File: src/rtl/pds_pkg.sv
package pds_pkg;
    localparam int DATA_W   = 32;
    localparam int WIN_BITS = 7;                 // 0x80-byte window per domain
    localparam int DLY_W    = 16;
    localparam logic [DLY_W-1:0] DLY_RST = DLY_W'(4);

    // register offsets inside a window
    localparam logic [WIN_BITS-1:0] OFS_RSTV  = 7'h00;
    localparam logic [WIN_BITS-1:0] OFS_CLKV  = 7'h04;
    localparam logic [WIN_BITS-1:0] OFS_ISOV  = 7'h08;
    localparam logic [WIN_BITS-1:0] OFS_SWONV = 7'h0C;
    localparam logic [WIN_BITS-1:0] OFS_SWOFV = 7'h10;
    localparam logic [WIN_BITS-1:0] OFS_SWDLY = 7'h14;
    localparam logic [WIN_BITS-1:0] OFS_OFDLY = 7'h18;
    localparam logic [WIN_BITS-1:0] OFS_ONDLY = 7'h1C;
    localparam logic [WIN_BITS-1:0] OFS_CMD   = 7'h20;
    localparam logic [WIN_BITS-1:0] OFS_STAT  = 7'h24;
    localparam logic [WIN_BITS-1:0] OFS_GATE  = 7'h30;
    localparam logic [WIN_BITS-1:0] OFS_SWST  = 7'h34;

    localparam int BIT_DONE = 1;
    localparam int BIT_BUSY = 3;
    localparam int ST_LSB   = 16;

    localparam logic [1:0] ST_ON  = 2'd1;
    localparam logic [1:0] ST_OFF = 2'd2;

    typedef enum logic [3:0] {
        PH_IDLE,
        PH_ISO_SET,
        PH_CLK_STOP,
        PH_RST_SET,
        PH_OFF_WAIT,
        PH_SW_CLOSE,
        PH_SW_WAIT,
        PH_CLK_RUN,
        PH_ON_WAIT
    } pd_phase_e;

    typedef struct packed {
        logic rst_n;
        logic clk_en;
        logic iso;
        logic psw_on;
    } pd_ctl_t;

    typedef struct packed {
        logic [DLY_W-1:0] sw;
        logic [DLY_W-1:0] off;
        logic [DLY_W-1:0] on;
    } pd_dly_t;

    function automatic pd_ctl_t ctl_powered();
        pd_ctl_t c;
        c.rst_n  = 1'b1;
        c.clk_en = 1'b1;
        c.iso    = 1'b0;
        c.psw_on = 1'b1;
        return c;
    endfunction

    function automatic logic cmd_code_ok(input logic [DATA_W-1:0] v);
        return (v == DATA_W'(ST_ON)) || (v == DATA_W'(ST_OFF));
    endfunction
endpackage

File: src/rtl/pds_seq.sv
module pds_seq
    import pds_pkg::*;
(
    input  logic       clk,
    input  logic       rst,
    input  logic       cmd_vld,
    input  logic [1:0] cmd_code,
    input  logic       clr_done,
    input  pd_dly_t    dly,
    output pd_ctl_t    ctl,
    output logic       busy,
    output logic       done,
    output logic [1:0] state
);
    pd_phase_e        ph;
    logic [DLY_W-1:0] cnt;

    assign busy = (ph != PH_IDLE);

    always_ff @(posedge clk) begin
        if (rst) begin
            ph    <= PH_IDLE;
            cnt   <= '0;
            ctl   <= ctl_powered();
            done  <= 1'b0;
            state <= ST_ON;
        end else begin
            if (clr_done) done <= 1'b0;
            case (ph)
                PH_IDLE: if (cmd_vld) begin
                    if (cmd_code == state)       done <= 1'b1;
                    else if (cmd_code == ST_OFF) ph   <= PH_ISO_SET;
                    else                         ph   <= PH_SW_CLOSE;
                end
                // power-off: isolate, stop clock, assert reset, wait, open switch
                PH_ISO_SET:  begin ctl.iso    <= 1'b1; ph <= PH_CLK_STOP; end
                PH_CLK_STOP: begin ctl.clk_en <= 1'b0; ph <= PH_RST_SET;  end
                PH_RST_SET:  begin
                    ctl.rst_n <= 1'b0;
                    cnt       <= dly.off;
                    ph        <= PH_OFF_WAIT;
                end
                PH_OFF_WAIT: begin
                    if (cnt == '0) begin
                        ctl.psw_on <= 1'b0;
                        state      <= ST_OFF;
                        done       <= 1'b1;
                        ph         <= PH_IDLE;
                    end else begin
                        cnt <= cnt - 1'b1;
                    end
                end
                // power-on: close switch, wait, release reset, run clock, wait, de-isolate
                PH_SW_CLOSE: begin
                    ctl.psw_on <= 1'b1;
                    cnt        <= dly.sw;
                    ph         <= PH_SW_WAIT;
                end
                PH_SW_WAIT: begin
                    if (cnt == '0) begin
                        ctl.rst_n <= 1'b1;
                        ph        <= PH_CLK_RUN;
                    end else begin
                        cnt <= cnt - 1'b1;
                    end
                end
                PH_CLK_RUN: begin
                    ctl.clk_en <= 1'b1;
                    cnt        <= dly.on;
                    ph         <= PH_ON_WAIT;
                end
                PH_ON_WAIT: begin
                    if (cnt == '0) begin
                        ctl.iso <= 1'b0;
                        state   <= ST_ON;
                        done    <= 1'b1;
                        ph      <= PH_IDLE;
                    end else begin
                        cnt <= cnt - 1'b1;
                    end
                end
                default: ph <= PH_IDLE;
            endcase
        end
    end
endmodule

File: src/rtl/pds_regs.sv
module pds_regs
    import pds_pkg::*;
(
    input  logic                clk,
    input  logic                rst,
    input  logic                wr_en,
    input  logic [WIN_BITS-1:0] ofs,
    input  logic [DATA_W-1:0]   wdata,
    input  pd_ctl_t             ctl,
    input  logic                busy,
    input  logic                done,
    input  logic [1:0]          state,
    output pd_dly_t             dly,
    output logic                cmd_vld,
    output logic [1:0]          cmd_code,
    output logic                clr_done,
    output logic [DATA_W-1:0]   rdata
);
    assign cmd_vld  = wr_en && (ofs == OFS_CMD) && cmd_code_ok(wdata);
    assign cmd_code = wdata[1:0];
    assign clr_done = wr_en && (ofs == OFS_STAT) && wdata[BIT_DONE];

    always_ff @(posedge clk) begin
        if (rst) begin
            dly.sw  <= DLY_RST;
            dly.off <= DLY_RST;
            dly.on  <= DLY_RST;
        end else if (wr_en) begin
            if (ofs == OFS_SWDLY) dly.sw  <= wdata[DLY_W-1:0];
            if (ofs == OFS_OFDLY) dly.off <= wdata[DLY_W-1:0];
            if (ofs == OFS_ONDLY) dly.on  <= wdata[DLY_W-1:0];
        end
    end

    always_comb begin
        rdata = '0;
        case (ofs)
            OFS_RSTV:  rdata[0] = ctl.rst_n;
            OFS_CLKV:  rdata[0] = ctl.clk_en;
            OFS_ISOV:  rdata[0] = ctl.iso;
            OFS_SWONV: rdata[0] = ctl.psw_on;
            OFS_SWOFV: rdata[0] = ~ctl.psw_on;
            OFS_SWDLY: rdata[DLY_W-1:0] = dly.sw;
            OFS_OFDLY: rdata[DLY_W-1:0] = dly.off;
            OFS_ONDLY: rdata[DLY_W-1:0] = dly.on;
            OFS_STAT: begin
                rdata[BIT_DONE]      = done;
                rdata[BIT_BUSY]      = busy;
                rdata[ST_LSB +: 2]   = state;
            end
            OFS_GATE:  rdata[2:0] = {ctl.iso, ctl.clk_en, ctl.rst_n};
            OFS_SWST:  rdata[0]   = ctl.psw_on;
            default:   rdata = '0;
        endcase
    end
endmodule

File: src/rtl/pds_ctrl.sv
module pds_ctrl
    import pds_pkg::*;
#(
    parameter int NUM_DOM = 3,
    parameter int DOM_W   = (NUM_DOM > 1) ? $clog2(NUM_DOM) : 1,
    parameter int ADDR_W  = DOM_W + WIN_BITS
) (
    input  logic               clk,
    input  logic               rst,
    input  logic               reg_wr,
    input  logic [ADDR_W-1:0]  reg_addr,
    input  logic [DATA_W-1:0]  reg_wdata,
    output logic [DATA_W-1:0]  reg_rdata,
    output logic [NUM_DOM-1:0] pd_rst_n,
    output logic [NUM_DOM-1:0] pd_clk_en,
    output logic [NUM_DOM-1:0] pd_iso,
    output logic [NUM_DOM-1:0] pd_psw_on
);
    logic [DOM_W-1:0]    dom_idx;
    logic [WIN_BITS-1:0] ofs;
    logic [DATA_W-1:0]   rd_arr [NUM_DOM];

    assign dom_idx = reg_addr[ADDR_W-1:WIN_BITS];
    assign ofs     = reg_addr[WIN_BITS-1:0];

    for (genvar d = 0; d < NUM_DOM; d++) begin : g_dom
        pd_ctl_t    ctl;
        pd_dly_t    dly;
        logic       sel, busy, done, cmd_vld, clr_done;
        logic [1:0] state, cmd_code;

        assign sel = reg_wr && (dom_idx == DOM_W'(d));

        pds_regs u_regs (
            .clk(clk), .rst(rst), .wr_en(sel), .ofs(ofs), .wdata(reg_wdata),
            .ctl(ctl), .busy(busy), .done(done), .state(state),
            .dly(dly), .cmd_vld(cmd_vld), .cmd_code(cmd_code),
            .clr_done(clr_done), .rdata(rd_arr[d])
        );

        pds_seq u_seq (
            .clk(clk), .rst(rst), .cmd_vld(cmd_vld), .cmd_code(cmd_code),
            .clr_done(clr_done), .dly(dly), .ctl(ctl),
            .busy(busy), .done(done), .state(state)
        );

        assign pd_rst_n[d]  = ctl.rst_n;
        assign pd_clk_en[d] = ctl.clk_en;
        assign pd_iso[d]    = ctl.iso;
        assign pd_psw_on[d] = ctl.psw_on;
    end

    always_comb begin
        reg_rdata = '0;
        for (int d = 0; d < NUM_DOM; d++)
            if (dom_idx == DOM_W'(d)) reg_rdata = rd_arr[d];
    end
endmodule

File: config.mk
export PLATFORM = sky130hd
export DESIGN_NAME = pds_ctrl
export DESIGN_NICKNAME = d
export VERILOG_FILES = /design/src/rtl/pds_pkg.sv /design/src/rtl/pds_seq.sv /design/src/rtl/pds_regs.sv /design/src/rtl/pds_ctrl.sv
export SDC_FILE = /design/constraint.sdc
export NUM_CORES = 1
export LEC_CHECK = 0
export ABC_AREA = 1
export BUFFER_PORTS_ARGS = -buffer_cell sky130_fd_sc_hd__buf_2
export CAP_MARGIN = 30
export CORE_AREA = 2 2 133 199
export CTS_BUF_LIST = sky130_fd_sc_hd__clkbuf_4 sky130_fd_sc_hd__clkbuf_8 sky130_fd_sc_hd__clkbuf_16
export DETAILED_ROUTE_END_ITERATION = 7
export DIE_AREA = 0 0 135 201
export HOLD_SLACK_MARGIN = 0.15
export PLACE_DENSITY = 0.78
export SYNTH_ARGS = -nofsm -noshare
export SYNTH_HDL_FRONTEND = slang
export SYNTH_SLANG_ARGS = --single-unit
File: constraint.sdc
create_clock -name clk -period 2.2 [get_ports clk]
set_input_delay 0.55 -clock clk [delete_from_list [all_inputs] [get_ports clk]]
set_output_delay 0.55 -clock clk [all_outputs]
set_load 0.01 [all_outputs]
Word level (Yosys, flattened, before mapping) --
Cells that the tools add are included.
Storage, ports and cells: input port bits 44, bits in registers 225, output and inout port bits 44, word-level logic and storage cells 268
Operators by class: reduce and logical (&&, ||, !) cells 80, $add $sub $neg 3, bitwise operators 3, muxes and demuxes 85, eq/ne operators 64
Operators with widths (count):
- $pmux 16 s4 | 3
- $pmux 12 s3 | 3
- $pmux 4 s8 | 3
- $mux 32 | 2
- $eq 4x3->1 const B | 12
- $logic_not 16->1 | 3
- $mux 16 | 3
- $mux 4 | 12
- $sub 16x1->16 const B | 3
- $reduce_and 2->1 | 21
- $eq 32x1->1 const B | 1
- $eq 32x2->1 const B | 1
- $pmux 1 s2 | 15
- $reduce_bool 2->1 | 15
- $eq 7x5->1 const B | 4
- $eq 7x6->1 const B | 4
- $eq 4x2->1 const B | 6
- $ne 2x1->1 const B | 12
- $pmux 1 s4 | 6
- $pmux 1 s8 | 3
- $reduce_bool 4->1 | 6
- $mux 1 | 18
- $mux 18 | 1
- $mux 2 | 9
- other kinds (21) | 69

Depth between registers and ports, before layout --
Gate-level depths: netlist (run 1).
depth after elaboration 8, gate-level depth with buffers 13, gate-level depth less buffers 13

By module --
Synthesis (run 1) repeated with hierarchy kept, for this count alone.
Second synthesis, totals: cells, all modules 2317, area, all modules 14283.7 um^2
Modules (own cells, without submodules):
- pds_regs | area each 2511.2 um^2, instances 3, cells each 377
- pds_seq (g_dom[0].u_seq ...) | area each 1968.1 um^2, instances 2, cells each 344
- pds_seq (g_dom[2].u_seq) | area each 2001.9 um^2, instances 1, cells each 346
- pds_ctrl | area each 812.0 um^2, instances 1, cells each 152

Worst setup path after synthesis (run 1) --
No wires, ideal clock.
kind input port to output port, start point input reg_addr[1], end point output reg_rdata[3], arrival time 1.681 ns, stages on the path 10, slack -0.031 ns, buffers on the path 1, path through nor2_2 -> nand2_2 -> nor2_2 -> nand2_2 -> inv_1 -> buf_2 -> nand2_1 -> o21ai_0 -> o21ai_1 -> nand3_1
On the way: word-level cells in the longest chain between the ends 5, elaborated cells on any way between the ends 10, classes of those cells 4 x eq/ne; 6 x mux
RTL lines:
- start: declaration | line pds_ctrl.sv:11 | input logic [ADDR_W-1:0] reg_addr,
- $eq 7x6->1 or $eq 7x5->1 (tied branches) | line pds_regs.sv:37 | case (ofs)
- $pmux 1 s4 | line pds_regs.sv:37
- $mux 18 | line pds_ctrl.sv:56 | if (dom_idx == DOM_W'(d)) reg_rdata = rd_arr[d];
- $mux 32 | line pds_ctrl.sv:56
- $mux 32 * | line pds_ctrl.sv:56
- end: declaration | line pds_ctrl.sv:13 | output logic [DATA_W-1:0] reg_rdata,
Every way passes the cells marked *; elsewhere a longest branch is shown, timed or not.

Final worst setup path (run 1) --
start point input reg_addr[0], end point output reg_rdata[9]
On the way: word-level cells in the longest chain between the ends 5, elaborated cells on any way between the ends 9, classes of those cells 3 x eq/ne; 6 x mux
RTL lines (line):
- $eq 7x5->1 | pds_regs.sv:37
- $pmux 12 s3 | pds_regs.sv:37
- $mux 18 | pds_ctrl.sv:56
- $mux 32 | pds_ctrl.sv:56
- $mux 32 * | pds_ctrl.sv:56
Marked as above.

==> results of run 1 <==
## layer usage
metal	track usage, %	wire, µm	vias to the layer above
met2	56.71	22120	938
li1	-	-	6625
met4	24.70	4504	0
met3	6.061	4716	297
met5	0	0	-
met1	40.00	16730	6498
## sequential cells by signal, indices dropped and copies added, names as in the netlist
name               flops
g_dom.u_seq.cnt       48
g_dom.u_seq.done       3
g_dom.u_seq.ctl       12
g_dom.u_seq.state      6
g_dom.u_regs.dly     144
g_dom.u_seq.ph        12
## worst register-to-register path, stage by stage (launching register included)
cell and delay [ns]:
dfxtp_1 0.34, inv_1 0.07, ha_1 0.24, nand2_1 0.08
nor2_1 0.05, buf_4 0.15, or2_2 0.27, nand3_1 0.19
nand4_1 0.26, nand2_1 0.18, a21oi_1 0.08
## per-stage QoR
stage | hold slack (ns) | setup TNS [ns] | util, % | cell area [µm²] | power, mW
after global placement | 0.4517 | -7.815 | 53.80 | 13760 | 9.987
after global routing | 0.3690 | -5.472 | 59.11 | 15120 | 15.11
after floorplan | 0.4390 | 0 | - | 12550 | 8.457
after CTS | 0.3557 | -3.826 | 58.35 | 14930 | 14.09
after detailed placement | 0.4590 | -9.507 | 53.80 | 13760 | 10.09
final | 0.3704 | -4.267 | 59.11 | 15120 | 14.30
## worst min path at each step
stage | startpoint | to | slack (ns) | cells after the start
2_1_floorplan | g_dom[1].u_regs.dly[35]$_SDFFE_PP0P_ | g_dom[1].u_regs.dly[35]$_SDFFE_PP0P_ | 0.44 | 2
3_3_place_gp | g_dom[1].u_seq.cnt[15]$_SDFFE_PP0P_ | g_dom[1].u_seq.cnt[15]$_SDFFE_PP0P_ | 0.45 | 2
3_5_place_dp | g_dom[2].u_seq.cnt[1]$_SDFFE_PP0P_ | g_dom[2].u_seq.cnt[1]$_SDFFE_PP0P_ | 0.46 | 2
4_1_cts | reg_wdata[4] | g_dom[0].u_regs.dly[20]$_SDFFE_PP0P_ | 0.36 | 3
5_1_grt | reg_wdata[4] | g_dom[0].u_regs.dly[20]$_SDFFE_PP0P_ | 0.37 | 3
6_report | reg_wdata[4] | g_dom[0].u_regs.dly[20]$_SDFFE_PP0P_ | 0.37 | 3
## layout make-up
type                            instances  share of cell area [%]
Multi-Input combinational cell       1379                   44.80
Sequential cell                       225                   29.79
Timing Repair Buffer                  200                   11.10
Inverter                              256                   6.462
Clock buffer                           37                   4.708
Tap cell                              333                   2.755
Clock inverter                          4                  0.3227
Timing Repair inverter                  1                 0.04964
## timing repair
action,4_1_cts,5_1_grt
buffers inserted,5,7
resized for setup,104,37
pin swaps,30,14
gates cloned,2,2
setup endpoints to repair,18,29
## power by group
part           total [mW]  switching [mW]  leakage, nW  internal, mW
logic                5.44            3.64         4.18          1.81
clock network        4.00            1.67        0.387          2.33
registers            4.86           0.431         1.82          4.43
total                14.3            5.73         6.39          8.57
## layout by cell type, fill, tap and decap left out, types with 10 or more instances in the layout
cell type / netlist / final
nor2_4: 5 / 12
inv_1: 231 / 220
buf_12: 0 / 17
dfxtp_1: 225 / 224
clkbuf_16: 0 / 24
o22ai_1: 45 / 33
o21ai_0: 234 / 196
nor2_2: 14 / 21
buf_6: 7 / 16
nand3_1: 133 / 125
a21oi_1: 200 / 199
buf_2: 29 / 64
nand2_2: 8 / 12
o21ai_2: 4 / 10
nand3_2: 3 / 11
o22ai_2: 0 / 12
buf_4: 18 / 99
nand2_1: 392 / 385
o21ai_1: 11 / 42
conb_1: 1 / 14
nand4_1: 21 / 21
nor2_1: 232 / 218
inv_2: 23 / 30
## logic make-up after synthesis
logic type                 Yosys count  synth area share (%)
AOI/OAI and AO/OA                  527                 22.69
xor gates and xnor gates             5                0.3507
other                                1               0.03003
adders and majority gates            3                0.3006
buffers and inverters              369                 12.37
and+or+nand+nor                    830                 28.18
DFF                                225                 36.07
==> results.yml, run 1 <==
run_status:
  status: "complete, but fails checks"
  violations: "setup timing"
worst_setup_path:
  endpoint: "reg_rdata[9]"
  r2r-start: "g_dom[2].u_seq.cnt[0]$_SDFFE_PP0P_"
  start_kind: "input port"
  crit_start: "reg_addr[0]"
  cp-end-kind: "output port"
  crit_chain: "buf_6 -> nor2_4 -> buf_6 -> nand2_4 -> nor2_4 -> inv_6 -> buf_12 -> buf_4 -> nor2_1 -> o21ai_1 -> nand3_1 -> buf_2"
  crit_family: "buffers and inverters"
  r2r_slack_ns: 0.17
  arrival_ns: 1.95
  crit_slowest_cell: "buf_12"
  critPathKind: "in -> out"
  critPathMaxFanout: 8
  max_stage_delay_ns: 0.16
  worst-path-buf-inv: 6
  cp.required_ns: 1.65
  crit_cells: 12
  reg2regPathDepth: 10
  reg2reg_to: "g_dom[2].u_seq.cnt[4]$_SDFFE_PP0P_"
detailed_routing:
  wl_per_cell_um: 19.74
  drc: 0
  antenna_left: 0
  wl_um: 48070
  viasPerCell: 5.897
  drtPass1Iterations: 6
  drt_iter0_drc: 1599
  vias: 14360
die:
  core_area_um2: 25580
  fp.dieW_um: 135
  die_h_um: 201
  dieArea_um2: 27140
  start_util_pct: 48.81
  fp-row-count: 72
  pin_count: 88
clock_network:
  clk_pin_slew_ns: 0.06
  cts_root_buf: "clkbuf_16"
  clock_path_buffers: 3
  cts_buffers: 23
  cts_tree: "built"
  clk_latency_ns: 0.53
  cts.sinks: 225
  postCtsHoldBufs: 0
  h-tree-depth: 1
yosys:
  ys_types: 46
  synth_seq_cells: 225
  yosysTopAreaCellShare_pct: 36.07
  yosysWarnings: 0
  netlist_instances: 1960
  synth_area_leaders: "dfxtp_1 36%, nand2_1 12%, o21ai_0 9.4%, a21oi_1 8.0%, nor2_1 7.0%"
  synthFlopType: "dfxtp_1"
  synth-edff-count: 0
  synth_area_um2: 12490
  synth_top_cell_by_area: "dfxtp_1"
  syn_area_per_cell_um2: 6.372
  yosys-top-cells-count: "392 x nand2_1, 234 x o21ai_0, 232 x nor2_1, 231 x inv_1, 225 x dfxtp_1"
  yosysMostFrequentCell: "nand2_1"
  async_reset_ff_share_pct: 0
  ys_seq_area_share_pct: 36.07
global_routing:
  antenna_found_initial: 0
  grt_pass1_wl_um: 73570
  grt_pass1_vias: 13510
  grt-ovfl-total: 0
  grt_max_degree: 75
  grt_use_total_pct: 34.48
sta:
  fin_ws_ns: -0.2995
  tightest_slew_ns: 0.5116
  max_freq_ghz: 0.4001
  fin_crit_ns: 2.500
  rsz0062_at_grt: "true"
  finalSetupViolations: 18
  final.period_utilization_pct: 113.6
  final.setup_skew_ns: 0.02591
  hold_violations: 0
  final_max_slew_viol_count: 0
  maxSlewHeadroom_pct: 65.53
layout:
  n_fill_cell: 2395
  syn_to_final_growth_pct: 21.09
  regArea_um2: 4506
  drive_gt1_share_pct: 17.84
  num-nets-final: 2133
  diodes: 0
  multiInputGateArea_um2: 6775
  final_cells: 2435
pwr:
  ir_drop_uv: 624.7
  p_per_area_nw_per_um2: 945.7
  leakage_nw: 6.385
job:
  cap_viol_max_count: 0
placed_design:
  pre_cts_slack_ns: -0.5887
  dp.cells: 2378
  port_buffers: 73
  dpl.hpwl_um: 34120
  gp_congestion: 1.027
hold_path:
  min_path_type: "in -> reg"
(Power assumes the default switching activity.)
==> run 2: changes to the inputs <==
- PLACE_DENSITY: 0.78 -> 0.82
- SLEW_MARGIN: default -> 20
==> results.yml, run 2 (same netlist as run 1, synthesis figures left out) <==
global_routing:
  antenna_found_initial: 0
  grt_pass1_wl_um: 70590
  grt_pass1_vias: 13170
  grt_max_degree: 70
  grt-ovfl-total: 0
  grt_use_total_pct: 33.05
clock_network:
  cts_root_buf: "clkbuf_16"
  cts.sinks: 225
  cts_buffers: 22
  clk_latency_ns: 0.52
  clk_pin_slew_ns: 0.06
  clock_path_buffers: 3
  cts_tree: "built"
  postCtsHoldBufs: 0
  h-tree-depth: 1
layout:
  final_cells: 2417
  layout_common_cells: "381 x nand2_1, 225 x dfxtp_1, 223 x inv_1, 220 x nor2_1, 199 x a21oi_1"
  top_regs: "g_dom.u_regs.dly: 144 flops, g_dom.u_seq.cnt: 48 flops"
  drive_gt1_share_pct: 17.43
  num-nets-final: 2115
  syn_to_final_growth_pct: 20.07
  largest_register: "g_dom.u_regs.dly"
  layout_commonest_cell: "nand2_1"
  largest_register_ffs: 144
placed_design:
  gp_congestion: 0.9916
  dpl.hpwl_um: 33460
  port_buffers: 73
  dp.cells: 2371
  pre_cts_slack_ns: -0.3949
detailed_routing:
  drtPass1Iterations: 8
  drc: 2
  viasPerCell: 5.864
  wl_um: 46660
  vias: 14170
  wl_per_cell_um: 19.30
  antenna_left: 0
  drt_iter0_drc: 1748
die:
  core_area_um2: 25580
  die_h_um: 201
  fp.dieW_um: 135
  pin_count: 88
  fp-row-count: 72
  dieArea_um2: 27140
  start_util_pct: 48.81
worst_setup_path:
  r2r_slack_ns: 0.16
  cp.required_ns: 1.65
  critPathMaxFanout: 17
  reg2reg_to: "g_dom[0].u_seq.cnt[4]$_SDFFE_PP0P_"
  worst-path-buf-inv: 4
  start_kind: "input port"
  crit_family: "buffers and inverters"
  crit_slowest_cell: "buf_12"
  arrival_ns: 1.96
  critPathKind: "in -> out"
  cp-end-kind: "output port"
  r2r-start: "g_dom[0].u_seq.cnt[0]$_SDFFE_PP0P_"
  max_stage_delay_ns: 0.18
  reg2regPathDepth: 11
  crit_chain: "buf_6 -> nor2_4 -> nand2_4 -> nor2_4 -> nand2_4 -> buf_12 -> buf_4 -> o22ai_1 -> o21ai_1 -> nand3_1 -> buf_2"
pwr:
  combPwrFrac_pct: 37.4
  ir_drop_uv: 592.3
  swShare_pct: 40.26
  internal-power_mw: 8.426
  power.share.clock_pct: 28.1
  leakage_nw: 6.294
  seqPwrFrac_pct: 34.5
  total_power_mw: 14.11
  p_per_area_nw_per_um2: 940.7
  switchingPower_mw: 5.680
sta:
  tightest_slew_ns: 0.6946
  rsz0062_at_grt: "true"
  hold_violations: 0
  final.setup_skew_ns: 0.02033
  max_freq_ghz: 0.3989
  maxSlewHeadroom_pct: 53.69
  fin_ws_ns: -0.3066
  finalSetupViolations: 18
  fin_crit_ns: 2.507
  whs_ns: 0.3818
  final.period_utilization_pct: 113.9
  final_max_slew_viol_count: 0
hold_path:
  worstHoldEndpoint: "g_dom[0].u_seq.ctl[2]$_SDFFE_PP1P_"
  worstHoldStart: "rst"
  holdPathStages: 3
  min_path_type: "in -> reg"
run_status:
  violations: "DRC, setup timing"
  status: "complete, but fails checks"
job:
  cap_viol_max_count: 0
run 2: metal layers:
layer,track usage (%),vias to the layer above,share of wire [%]
li1,-,6598,-
met1,37.41,6353,35
met2,54.84,941,46
met3,5.732,281,9.1
met4,24.96,0,9.1
met5,0,-,0
run 2: cell type report:
cell class,count,area [µm²]
tap,333,416.7
clock buffer,30,646.9
fill,2339,10590
timing repair buffer,184,1503
multi-input combinational,1379,6842
clock inverter,9,97.59
sequential,225,4504
inverter,256,982.2
antenna,1,2.502
run 2: timing repair:
item,4_1_cts,5_1_grt
buffers inserted,6,1
cloned,1,0
pin swaps,17,16
gates resized for setup,88,61
setup endpoints to repair,18,20
run 2: through the flow:
step | setup TNS [ns] | utilization [%] | area, µm²
final | -4.293 | 58.61 | 14990
after global placement | -5.100 | 53.54 | 13700
after global routing | -5.231 | 58.60 | 14990
after detailed placement | -5.606 | 53.54 | 13700
after CTS | -3.922 | 57.78 | 14780
after floorplan | 0 | - | 12550
run 2: power groups by stage:
| stage | clock network [mW] | registers (mW) | logic (mW) |
|---|---|---|---|
| 6_report | 3.96 | 4.87 | 5.28 |
| 5_1_grt | 4.14 | 4.90 | 5.86 |
| 4_1_cts | 3.96 | 4.84 | 5.11 |
| 3_5_place_dp | 0 | 4.92 | 5.06 |
| 3_3_place_gp | 0 | 4.92 | 4.95 |
| 2_1_floorplan | 0 | 4.81 | 3.65 |
run 2: worst max-delay path by stage:
stage / startpoint / to / depth (start not counted)
4_1_cts: reg_addr[0] / reg_rdata[9] / 12
3_5_place_dp: reg_addr[1] / reg_rdata[11] / 11
5_1_grt: reg_addr[1] / reg_rdata[14] / 12
2_1_floorplan: reg_addr[6] / reg_rdata[10] / 8
3_3_place_gp: reg_addr[1] / reg_rdata[11] / 11
6_report: reg_addr[1] / reg_rdata[9] / 11
run 2: worst min-delay path: stages:
cell	delay [ns]
buf_2	0.11
inv_4	0.11
nand3_1	0.10
